**src/rtl/xbus_seq_pkg.sv**
```systemverilog
package xbus_seq_pkg;
  localparam int SETUP_W = 2;
  localparam int CMD_W   = 3;
  localparam int HOLD_W  = 2;

  typedef struct packed {
    logic [SETUP_W-1:0] setup;
    logic               dly;
    logic [CMD_W-1:0]   cmd;
    logic [HOLD_W-1:0]  hold;
    logic               rdy_en;
    logic               rdy_low;
    logic               rdy_async;
  } cyc_cfg_t;

  typedef enum logic [2:0] {
    PH_IDLE, PH_SETUP, PH_DELAY, PH_CMD, PH_HOLD, PH_ACK
  } phase_e;
endpackage

```
**src/rtl/xbus_seq_rdy.sv**
```systemverilog
// READY front end: raw pin path or two-flop synchronizer, then polarity fix.
module xbus_seq_rdy (
  input  logic clk,
  input  logic rst_n,
  input  logic pin,
  input  logic low_act,
  input  logic use_sync,
  output logic act
);
  logic ff1, ff2;

  always_ff @(posedge clk or negedge rst_n) begin
    if (!rst_n) begin
      ff1 <= 1'b0;
      ff2 <= 1'b0;
    end else begin
      ff1 <= pin;
      ff2 <= ff1;
    end
  end

  // polarity is applied after the flops so the synchronizer never depends on cfg
  assign act = (use_sync ? ff2 : pin) ^ low_act;
endmodule

```
**src/rtl/xbus_seq_ctl.sv**
```systemverilog
// Phase sequencer: setup, delay, command with wait states, hold, acknowledge.
module xbus_seq_ctl
  import xbus_seq_pkg::*;
#(
  parameter int TMO_CLKS = 255
) (
  input  logic     clk,
  input  logic     rst_n,
  input  logic     start,
  input  cyc_cfg_t cfg_in,
  input  logic     rdy_act,
  output cyc_cfg_t cfg_q,
  output phase_e   phase,
  output logic     cmd_done,
  output logic     tmo_q
);
  localparam int CNT_W = (CMD_W > SETUP_W) ? ((CMD_W > HOLD_W) ? CMD_W : HOLD_W)
                                           : ((SETUP_W > HOLD_W) ? SETUP_W : HOLD_W);
  localparam int TW = $clog2(TMO_CLKS + 1);
  localparam logic [CNT_W-1:0] ONE = CNT_W'(1);

  logic [CNT_W-1:0] cnt;
  logic [TW-1:0]    wcnt;
  logic             at_sample, tmo_hit;

  always_comb begin
    at_sample = (phase == PH_CMD) && (cnt == CNT_W'(cfg_q.cmd));
    tmo_hit   = cfg_q.rdy_en && !rdy_act && (wcnt == TW'(TMO_CLKS));
    cmd_done  = at_sample && (!cfg_q.rdy_en || rdy_act || tmo_hit);
  end

  always_ff @(posedge clk or negedge rst_n) begin
    if (!rst_n) begin
      phase <= PH_IDLE;
      cnt   <= '0;
      wcnt  <= '0;
      tmo_q <= 1'b0;
      cfg_q <= '0;
    end else begin
      case (phase)
        PH_IDLE: if (start) begin
          cfg_q <= cfg_in;
          cnt   <= '0;
          wcnt  <= '0;
          tmo_q <= 1'b0;
          phase <= (cfg_in.setup != '0) ? PH_SETUP : (cfg_in.dly ? PH_DELAY : PH_CMD);
        end
        PH_SETUP: begin
          if (cnt + ONE == CNT_W'(cfg_q.setup)) begin
            cnt   <= '0;
            phase <= cfg_q.dly ? PH_DELAY : PH_CMD;
          end else begin
            cnt <= cnt + ONE;
          end
        end
        PH_DELAY: begin
          cnt   <= '0;
          phase <= PH_CMD;
        end
        PH_CMD: begin
          if (!at_sample) begin
            cnt <= cnt + ONE;
          end else if (cmd_done) begin
            cnt   <= '0;
            tmo_q <= tmo_hit;
            phase <= (cfg_q.hold != '0) ? PH_HOLD : PH_ACK;
          end else begin
            wcnt <= wcnt + TW'(1);
          end
        end
        PH_HOLD: begin
          if (cnt + ONE == CNT_W'(cfg_q.hold)) begin
            cnt   <= '0;
            phase <= PH_ACK;
          end else begin
            cnt <= cnt + ONE;
          end
        end
        PH_ACK:  phase <= PH_IDLE;
        default: phase <= PH_IDLE;
      endcase
    end
  end
endmodule

```
**src/rtl/xbus_seq.sv**
```systemverilog
module xbus_seq
  import xbus_seq_pkg::*;
#(
  parameter int AW       = 16,
  parameter int DW       = 16,
  parameter int TMO_CLKS = 255
) (
  input  logic               clk,
  input  logic               rst_n,
  input  logic               req_valid,
  output logic               req_ready,
  input  logic [AW-1:0]      req_addr,
  input  logic [DW-1:0]      req_wdata,
  input  logic               req_write,
  input  logic [SETUP_W-1:0] req_setup,
  input  logic               req_dly,
  input  logic [CMD_W-1:0]   req_cmd,
  input  logic [HOLD_W-1:0]  req_hold,
  input  logic               req_rdy_en,
  input  logic               req_rdy_low,
  input  logic               req_rdy_async,
  output logic               rsp_valid,
  output logic [DW-1:0]      rsp_rdata,
  output logic               rsp_timeout,
  output logic [AW-1:0]      bus_addr,
  output logic               bus_cs_n,
  output logic               bus_rd_n,
  output logic               bus_wr_n,
  output logic [DW-1:0]      bus_wdata,
  output logic               bus_wdata_oe,
  input  logic [DW-1:0]      bus_rdata,
  input  logic               bus_rdy
);
  cyc_cfg_t cfg_in, cfg_q;
  phase_e   phase;
  logic     start, cmd_done, tmo_q, rdy_act, cs_act, wr_q;
  logic [AW-1:0] addr_q;
  logic [DW-1:0] wdata_q;

  assign cfg_in = '{setup: req_setup, dly: req_dly, cmd: req_cmd, hold: req_hold,
                    rdy_en: req_rdy_en, rdy_low: req_rdy_low, rdy_async: req_rdy_async};
  assign start  = req_valid && req_ready;

  xbus_seq_rdy u_rdy (
    .clk(clk), .rst_n(rst_n), .pin(bus_rdy),
    .low_act(cfg_q.rdy_low), .use_sync(cfg_q.rdy_async), .act(rdy_act)
  );

  xbus_seq_ctl #(.TMO_CLKS(TMO_CLKS)) u_ctl (
    .clk(clk), .rst_n(rst_n), .start(start), .cfg_in(cfg_in), .rdy_act(rdy_act),
    .cfg_q(cfg_q), .phase(phase), .cmd_done(cmd_done), .tmo_q(tmo_q)
  );

  always_ff @(posedge clk or negedge rst_n) begin
    if (!rst_n) begin
      addr_q    <= '0;
      wdata_q   <= '0;
      wr_q      <= 1'b0;
      rsp_rdata <= '0;
    end else begin
      if (start) begin
        addr_q  <= req_addr;
        wdata_q <= req_wdata;
        wr_q    <= req_write;
      end
      if (cmd_done && !wr_q) rsp_rdata <= bus_rdata;
    end
  end

  assign cs_act       = (phase == PH_SETUP) || (phase == PH_DELAY) ||
                        (phase == PH_CMD)   || (phase == PH_HOLD);
  assign req_ready    = (phase == PH_IDLE);
  assign rsp_valid    = (phase == PH_ACK);
  assign rsp_timeout  = rsp_valid && tmo_q;
  assign bus_addr     = addr_q;
  assign bus_cs_n     = !cs_act;
  assign bus_rd_n     = !((phase == PH_CMD) && !wr_q);
  assign bus_wr_n     = !((phase == PH_CMD) && wr_q);
  assign bus_wdata    = wdata_q;
  assign bus_wdata_oe = cs_act && wr_q;
endmodule

```
**config.mk**
```make
export PLATFORM = sky130hd
export DESIGN_NAME = xbus_seq
export DESIGN_NICKNAME = d
export VERILOG_FILES = /design/src/rtl/xbus_seq_pkg.sv /design/src/rtl/xbus_seq_rdy.sv /design/src/rtl/xbus_seq_ctl.sv /design/src/rtl/xbus_seq.sv
export SDC_FILE = /design/constraint.sdc
export NUM_CORES = 1
export LEC_CHECK = 0
export ABC_CLOCK_PERIOD_IN_PS = 2610
export BUFFER_PORTS_ARGS = -buffer_cell sky130_fd_sc_hd__buf_2
export CORE_ASPECT_RATIO = 1.25
export CORE_MARGIN = 5
export CORE_UTILIZATION = 49
export DETAILED_ROUTE_END_ITERATION = 10
export GPL_TIMING_DRIVEN = 0
export PLACE_DENSITY = 0.89
export REMOVE_ABC_BUFFERS = 1
export SLEW_MARGIN = 5
export SYNTH_ARGS = -nofsm -noshare
export SYNTH_HDL_FRONTEND = slang
export SYNTH_SLANG_ARGS = --single-unit
```
**constraint.sdc**
```tcl
create_clock -name clk -period 2.61 [get_ports clk]
set_input_delay 0.522 -clock clk [delete_from_list [all_inputs] [get_ports clk]]
set_output_delay 0.522 -clock clk [all_outputs]
set_load 0.01 [all_outputs]
```
# [After elaboration in Yosys (flattened, before gate mapping)]
# Cells that the tools add are included.
[word_totals] out_inout_bits=55 regBits=77 latch_bits=0 mem_count=0 rom_bits=0 mem_bits_rw=0 in_bits=64
[classes] n_lt_le_gt_ge=0 n_mul=0 mux=25 n_eq_ne=16 shift=0 div=0 reduce_logical=31 bitwise=1 addsub=2
[op_table] cell="3-bit two-way mux" n=11
[op_table] cell="3-bit one-hot mux with 5 select lines" n=2
[op_table] cell="8-bit two-way mux" n=3
[op_table] cell="8-bit one-hot mux with 2 select lines" n=1
[op_table] cell="1-bit logical AND" n=10
[op_table] cell="8-bit by 1-bit adder with 8-bit output, second input constant" n=1
[op_table] cell="8-bit == test, second input constant" n=1
[op_table] cell="2-bit by 1-bit != test with 1-bit output, second input constant" n=4
[op_table] cell="4-bit AND reduction" n=2
[op_table] cell="1-bit two-way mux" n=7
[op_table] cell="3-bit by 2-bit == test with 1-bit output" n=2
[op_table] cell="3-bit by 2-bit == test with 1-bit output, second input constant" n=2
[op_table] cell="3-bit == test, second input constant" n=2
[op_table] cell="1-bit zero test" n=6
[op_table] cell="2-bit nonzero test" n=3
[op_table] cell="1-bit logical OR" n=5
[op_table] cell="5-bit AND reduction" n=1
[op_table] cell="5-bit nonzero test" n=1
[op_table] cell="2-bit != test, second input constant" n=2
[op_table] cell="3-bit by 1-bit adder with 3-bit output, second input constant" n=1
[op_table] cell="3-bit by 1-bit == test with 1-bit output, second input constant" n=1
[op_table] cell="3-bit == test" n=1
[op_table] cell="3-bit zero test" n=1
[op_table] cell="3-bit != test, second input constant" n=1
[op_table] cell="other kinds (4)" n=4

# [Longest topological paths before layout]
# Gate-level depths: netlist (run 1).
[logic_depth] word_depth=10 mapped_depth=9 mapped_depth_nobuf=6

# [Hierarchy]
# From an unflattened synthesis (run 1), not the netlist that was laid out.
[unflattened] cells_unflattened=276 area_unflattened_um2=3443.3
[modules_own_cells] module="xbus_seq" n_inst=1 seq_area_each_um2=1226.2 cells_each=114 area_per_inst_um2=1910.6
[modules_own_cells] module="xbus_seq_ctl" n_inst=1 seq_area_each_um2=650.6 cells_each=158 area_per_inst_um2=1463.9
[modules_own_cells] module="xbus_seq_rdy" n_inst=1 seq_area_each_um2=50.0 cells_each=4 area_per_inst_um2=68.8

# [Least setup slack after synthesis (run 1)]
# No wires, ideal clock.
[synth_timing] path_type="input -> register" from="in bus_rdy" to="reg u_ctl.wcnt[6]" cell_stages=6 setup_ns=0.078 t_required_ns=2.532 arrival_time_ns=1.988 path_slack_ns=0.544 cell_sequence="mux2i_1 -> mux2_2 -> or3_1 -> buf_2 -> or3_1 -> a21oi_1"
[synth_between] elab_chain_len=9
[synth_rtl] element="from (decl)" line="xbus_seq.sv:32" rtl="input logic bus_rdy"
[synth_rtl] element="1-bit two-way mux *" line="xbus_seq_rdy.sv:23" rtl="assign act = (use_sync ? ff2 : pin) ^ low_act;"
[synth_rtl] element="1-bit XOR *" line="xbus_seq_rdy.sv:23"
[synth_rtl] element="1-bit zero test" line="xbus_seq_ctl.sv:28" rtl="tmo_hit = cfg_q.rdy_en && !rdy_act && (wcnt == TW'(TMO_CLKS));"
[synth_rtl] element="1-bit logical AND (2 in a row)" line="xbus_seq_ctl.sv:28"
[synth_rtl] element="1-bit logical OR *" line="xbus_seq_ctl.sv:29" rtl="cmd_done = at_sample && (!cfg_q.rdy_en || rdy_act || tmo_hit);"
[synth_rtl] element="1-bit logical AND *" line="xbus_seq_ctl.sv:29"
[synth_rtl] element="2-bit != test (no source line) *"
[synth_rtl] element="4-bit AND reduction (no source line) *"
[synth_rtl] element="to (signal assigned)" line="xbus_seq_ctl.sv:68" rtl="wcnt <= wcnt + TW'(1);"
[synth_rtl] element="to (decl)" line="xbus_seq_ctl.sv:23" rtl="logic [TW-1:0] wcnt;"
# Every way passes the cells marked *; elsewhere a longest branch is shown, timed or not.
# A chain may end at the register's enable or synchronous reset.

# [Worst setup path after layout (run 1)]
[layout_timing] from="reg u_ctl.phase[1]" to="reg rsp_rdata[15]"
[layout_between] elab_chain_len=4
[layout_rtl] element="from (decl)" line="xbus_seq_ctl.sv:13" rtl="output phase_e phase,"
[layout_rtl] element="from (signal assigned)" line="xbus_seq_ctl.sv:46" rtl="phase <= (cfg_in.setup != '0) ? PH_SETUP : (cfg_in.dly ? PH_DELAY : PH_CMD);"
[layout_rtl] element="from (signal assigned)" line="xbus_seq_ctl.sv:51" rtl="phase <= cfg_q.dly ? PH_DELAY : PH_CMD;"
[layout_rtl] element="from (signal assigned)" line="xbus_seq_ctl.sv:66" rtl="phase <= (cfg_q.hold != '0) ? PH_HOLD : PH_ACK;"
[layout_rtl] element="3-bit by 2-bit == test with 1-bit output" line="xbus_seq_ctl.sv:27" rtl="at_sample = (phase == PH_CMD) && (cnt == CNT_W'(cfg_q.cmd));"
[layout_rtl] element="1-bit logical AND" line="xbus_seq_ctl.sv:27"
[layout_rtl] element="1-bit logical AND" line="xbus_seq_ctl.sv:29"
[layout_rtl] element="1-bit logical AND" line="xbus_seq.sv:66" rtl="if (cmd_done && !wr_q) rsp_rdata <= bus_rdata;"
[layout_rtl] element="to (signal assigned)" line="xbus_seq.sv:66"
[layout_rtl] element="to (decl)" line="xbus_seq.sv:23" rtl="output logic [DW-1:0] rsp_rdata,"
# No other way between the ends.

==> results of run 1 <==
==> where the power goes <==
| part | leakage, nW | internal (mW) | switching [mW] | total [mW] |
|---|---|---|---|---|
| Combinational | 1.18 | 0.935 | 1.11 | 2.05 |
| Clock | 0.125 | 0.681 | 0.417 | 1.10 |
| Sequential | 0.967 | 1.72 | 0.384 | 2.11 |
| Total | 2.27 | 3.34 | 1.91 | 5.25 |
==> layout make-up <==
| cell class | instances | area (µm²) |
|---|---|---|
| clock inverter | 4 | 95.09 |
| tap | 87 | 108.9 |
| inverter | 3 | 11.26 |
| timing repair buffer | 120 | 640.6 |
| clock buffer | 11 | 151.4 |
| multi-input combinational | 243 | 1334 |
| sequential | 77 | 1927 |
| fill | 555 | 2338 |
==> stage by stage <==
stage | instance area [µm²] | worst slack [ps] | power [mW] | cells
CTS | 4268 | 230.5 | 5.295 | 545
global placement | 3961 | 15.98 | 4.034 | 528
detailed placement | 4015 | -36.06 | 4.177 | 530
finish | 4268 | 280.7 | 5.253 | 545
global route | 4268 | 86.97 | 5.666 | 545
floorplan | 3262 | 442.4 | 3.374 | 323
==> cells in the final DEF (no fill, tap or decap), drive strengths merged, types with 2 or more instances in the layout <==
master,n
inv,3
o211ai,2
a21oi,6
and2b,2
or3,3
a22o,2
clkbuf,11
and2,2
nor4,3
mux2,19
buf,120
bufinv,3
xor2,2
nand2,140
ha,2
xnor2,10
and4,2
nand3,7
and3,3
o21ai,11
dfrtp,77
nor2,10
nand4,4
==> registers in the layout, summed over array words and instances, names as in the netlist <==
register,flops
bus_addr,16
bus_wdata,16
rsp_rdata,16
u_ctl.cfg_q,11
u_ctl.cnt,3
u_ctl.phase,3
u_ctl.tmo_q,1
u_ctl.wcnt,8
u_rdy.ff1,1
u_rdy.ff2,1
wr_q,1
==> layer usage <==
metal | vias to the layer above | wire, µm | GRT usage | part of all wire
met5 | - | 0 | 0 | 0
met4 | 0 | 190 | 0.08540 | 0.025
met3 | 16 | 482 | 0.05645 | 0.063
met2 | 85 | 4013 | 0.3276 | 0.52
met1 | 1261 | 3017 | 0.2253 | 0.39
li1 | 1337 | - | - | -
==> cell families (layout without fill, tap and decap cells) <==
family	Yosys count	after routing	share of synthesized area
buffers and inverters	21	138	0.03023
AOI/OAI and AO/OA	27	27	0.04965
adders and majority gates	2	2	0.007464
and+or+nand+nor	182	182	0.2352
muxes	20	20	0.06682
DFF	77	77	0.5748
xor gates and xnor gates	12	12	0.03584
==> worst paths after layout <==
path	startpoint	end	slack [ps]
worst max-delay path	u_ctl.phase[1]	rsp_rdata[15]	280
worst min-delay path	rst_n	u_ctl.phase[1]	100
worst max register to register	u_ctl.phase[1]	rsp_rdata[15]	280
max in group asynchronous	rst_n	u_ctl.cfg_q[6]	1950
worst min register to register	u_rdy.ff1	u_rdy.ff2	370
min in group clk	bus_rdy	u_rdy.ff1	300
==> flow_summary.toml, run 1 <==
[worst_setup_path]
cp.required_ps = 2830
rr_worst_depth = 4
path_cells = "and3b_1 -> nand4_4 -> nor3_4 -> mux2_2"
worst-path-max-fanout = 16
end_kind = "flip-flop"
cp_slowest_stage_delay_ps = 680
cp-start-kind = "flip-flop"
cp_num_buf_inv = 0
cp.arrival_ps = 2550
cp_slowest_cell = "nor3_4"
setup.worst_path.class = "flip-flop to flip-flop"
worst-path-stages = 4
path_delay_family = "simple AND/OR/NAND/NOR gates"

[floorplan]
core_um2 = 6606
initial_core_util = 0.5074
ios = 119
fp-row-count = 33
die-area_um2 = 8605
dieWidth_um = 83.98
dieHeight_um = 102.5

[logic_synthesis]
syn-cell-area_um2 = 3352
synth_flop_cell = "dfrtp_1"
yosysSeqAreaShare = 0.5748
ys_async_sr_fraction = 1.000
synth_edf_count = 0
synth_cells = 341
yosysMostFrequentCell = "nand2_1"
synth.avg_cell_area_um2 = 9.830
synth_cell_types = 39
synth.top_cells.by_area = "dfrtp_1 (57%), nand2_1 (16%), mux2_2 (6.4%), xnor2_1 (2.1%), o21ai_0 (1.6%)"
yosys_warnings = 0
synthTopCellsByCount = "nand2_1 (140), dfrtp_1 (77), mux2_2 (19)"
yosys.area.top_type_share = 0.5748
yosys.area.top_type = "dfrtp_1"
ys_ff_latch = 77

[detailed_routing]
avgViaCountPerCell = 4.952
antenna_left = 0
vias = 2699
routed_wl_um = 7703
remaining_drc_errors = 0
wl_per_cell_um = 14.13
drtIter0Drc = 114
drtPass1Iterations = 4

[global_routing]
grt_max_degree = 49
antenna_found_initial = 0
gr-total-overflow = 0
grt_pass1_wl_um = 13220
grt_usage = 0.1915
first_global_vias = 2910

[clock_network]
cts_buffers = 9
cts_root_buf = "clkbuf_8"
clk_path_buf_depth = 2
cts_tree = "yes"
worst_skew_pair.late_latency_ps = 340
numClockSinks = 77
postCtsSetupRepairBufs = 0
htree_levels = 3
path_clk_slew_ps = 80
cts_resized = 1
hold_buffers = 0

[finish]
syn_to_final_growth_pct = 27.32
antennaDiodeCount = 0
final_nets = 520
finish.utilization = 0.6460
drive_above_1_share = 0.3515

[sta]
worstMarginPinSlew_ps = 882.7
whs_ps = 101.1
rsz0062_at_grt = "false"
setup_viol = 0
max_freq_ghz = 0.4293
hold_viol = 0
timing.slew.headroom = 0.4094
finClkSkew_ps = 6.644
period_share = 0.8925
setup-tns-final_ps = 0
slew_violations = 0
min_period_ps = 2329

[worst_hold_path]
min_path_type = "input pin to async pin"

[placed_design]
place.gp.congestion = 0.7487
hpwl_um = 5610
io_buffers = 118

[pwr]
total_leakage_power_nw = 2.270
vdd_ir_drop_max_v = 0.0006946
power_density_nw_per_um2 = 1231

[run]
drv_cap = 0

[status]
run_status = "complete, no violations"
(Power assumes the default switching activity.)
==> run 2, diff against run 1 <==
- CORE_UTILIZATION: 49 -> 50
- CTS_BUF_LIST: unset -> sky130_fd_sc_hd__clkbuf_2 sky130_fd_sc_hd__clkbuf_4 sky130_fd_sc_hd__clkbuf_8
- PLACE_DENSITY: 0.89 -> 0.9
==> flow_summary.toml, run 2 (same netlist as run 1, synthesis figures left out) <==
[status]
run_status = "complete, no violations"

[worst_setup_path]
cp_num_buf_inv = 0
rrSetupSlack_ps = 270
path_cells = "and3b_1 -> nand4_4 -> nor3_4 -> mux2_2"
worst-path-max-fanout = 16
rr_worst_depth = 4
end_kind = "flip-flop"
timing.rr.end = "rsp_rdata[1]"
cp_slowest_stage_delay_ps = 680
r2r-start = "u_ctl.phase[1]"
cp_slowest_cell = "nor3_4"
setup.worst_path.class = "flip-flop to flip-flop"
cp.arrival_ps = 2550
cp.required_ps = 2820
cp-start-kind = "flip-flop"
path_delay_family = "simple AND/OR/NAND/NOR gates"

[sta]
hold_viol = 0
setup_viol = 0
timing.slew.headroom = 0.3892
worst_slack_ps = 271.6
min_period_ps = 2338
setup-tns-final_ps = 0
slew_violations = 0
period_share = 0.8959
finClkSkew_ps = 15.19
rsz0062_at_grt = "false"
worstMarginPinSlew_ps = 916.3
max_freq_ghz = 0.4276

[run]
drv_cap = 0

[floorplan]
ios = 119
dieWidth_um = 83.24
initial_core_util = 0.5106
dieHeight_um = 101.5
fp-row-count = 33
die-area_um2 = 8452
core_um2 = 6565

[pwr]
power_density_nw_per_um2 = 1184
total_leakage_power_nw = 2.230
power_mw = 4.936
vdd_ir_drop_max_v = 0.0006274

[clock_network]
cts_root_buf = "clkbuf_8"
cts_tree = "yes"
htree_levels = 3
path_clk_slew_ps = 80
numClockSinks = 77
clk_path_buf_depth = 2
cts_buffers = 9
hold_buffers = 0
worst_skew_pair.late_latency_ps = 340

[detailed_routing]
avgViaCountPerCell = 4.952
drtPass1Iterations = 4
vias = 2699
wl_per_cell_um = 14.01
antenna_left = 0
drtIter0Drc = 164
remaining_drc_errors = 0
routed_wl_um = 7637

[global_routing]
grt_pass1_wl_um = 13020
gr-total-overflow = 0
first_global_vias = 2821
grt_usage = 0.1905
antenna_found_initial = 0
grt_max_degree = 51

[finish]
antennaDiodeCount = 0
final.fill_count = 541
finalNonFillerCells = 545
syn_to_final_growth_pct = 24.41
final_common_cell = "nand2_1"
layout_common_cells = "nand2_1 (139), buf_2 (117), dfrtp_1 (77)"
final_nets = 519
drive_above_1_share = 0.3515

[placed_design]
place.gp.congestion = 0.8055
place_ws_ps = 3.788
hpwl_um = 5505
placedCellCount = 529
io_buffers = 118

[worst_hold_path]
min_path_type = "input pin to async pin"
## run 2: cell count changes in the layout (fill, tap and decap cells not counted), sizes merged
cell and delta:
clkinv +3, buf -1, clkbuf +1, bufinv -3
## run 2: worst max path at each step
stage | startpoint | endpoint | slack, ps | cells past startpoint
2_1_floorplan | u_ctl.wcnt[2] | rsp_rdata[0] | 440 | 5
3_3_place_gp | u_ctl.phase[1] | bus_addr[12] | 40 | 6
3_5_place_dp | u_ctl.phase[1] | rsp_rdata[7] | 4 | 4
4_1_cts | u_ctl.phase[1] | rsp_rdata[1] | 290 | 4
5_1_grt | u_ctl.wcnt[0] | rsp_rdata[10] | 150 | 5
6_report | u_ctl.phase[1] | rsp_rdata[1] | 270 | 4
## run 2: metal layers
layer	GRT usage	part of all wire	up-vias
met2	0.3463	0.52	76
met3	0.04150	0.050	6
met5	0	0	-
met4	0.07296	0.013	0
li1	-	-	1333
met1	0.2212	0.42	1284
## run 2: area by class of cell
type | count | area (µm²) | area share
clock buffer | 12 | 152.6 | 0.03660
clock inverter | 4 | 23.77 | 0.005701
inverter | 3 | 11.26 | 0.002700
multi-input combinational | 243 | 1334 | 0.3198
sequential | 77 | 1927 | 0.4620
tap | 87 | 108.9 | 0.02610
timing repair buffer | 119 | 613.1 | 0.1470
## run 2: power breakdown
| group | switching (mW) | internal [mW] | total [mW] |
|---|---|---|---|
| registers | 0.396 | 1.72 | 2.12 |
| logic | 1.09 | 0.923 | 2.02 |
| clock network | 0.410 | 0.390 | 0.800 |
| total | 1.90 | 3.03 | 4.94 |
## run 2: stage by stage
stage,util,area [µm²],hold WS [ps]
floorplan,-,3262,226.4
finish,0.6352,4170,120.8
global route,0.6352,4170,148.7
global placement,0.6034,3961,334.3
CTS,0.6352,4170,121.4
detailed placement,0.6074,3988,348.4
## run 2: timing repair
item | in CTS | in global routing
setup endpoints to repair | 16 | 0
buffers inserted | 0 | 0
resized for setup | 1 | 0
hold endpoints to repair | 0 | 0
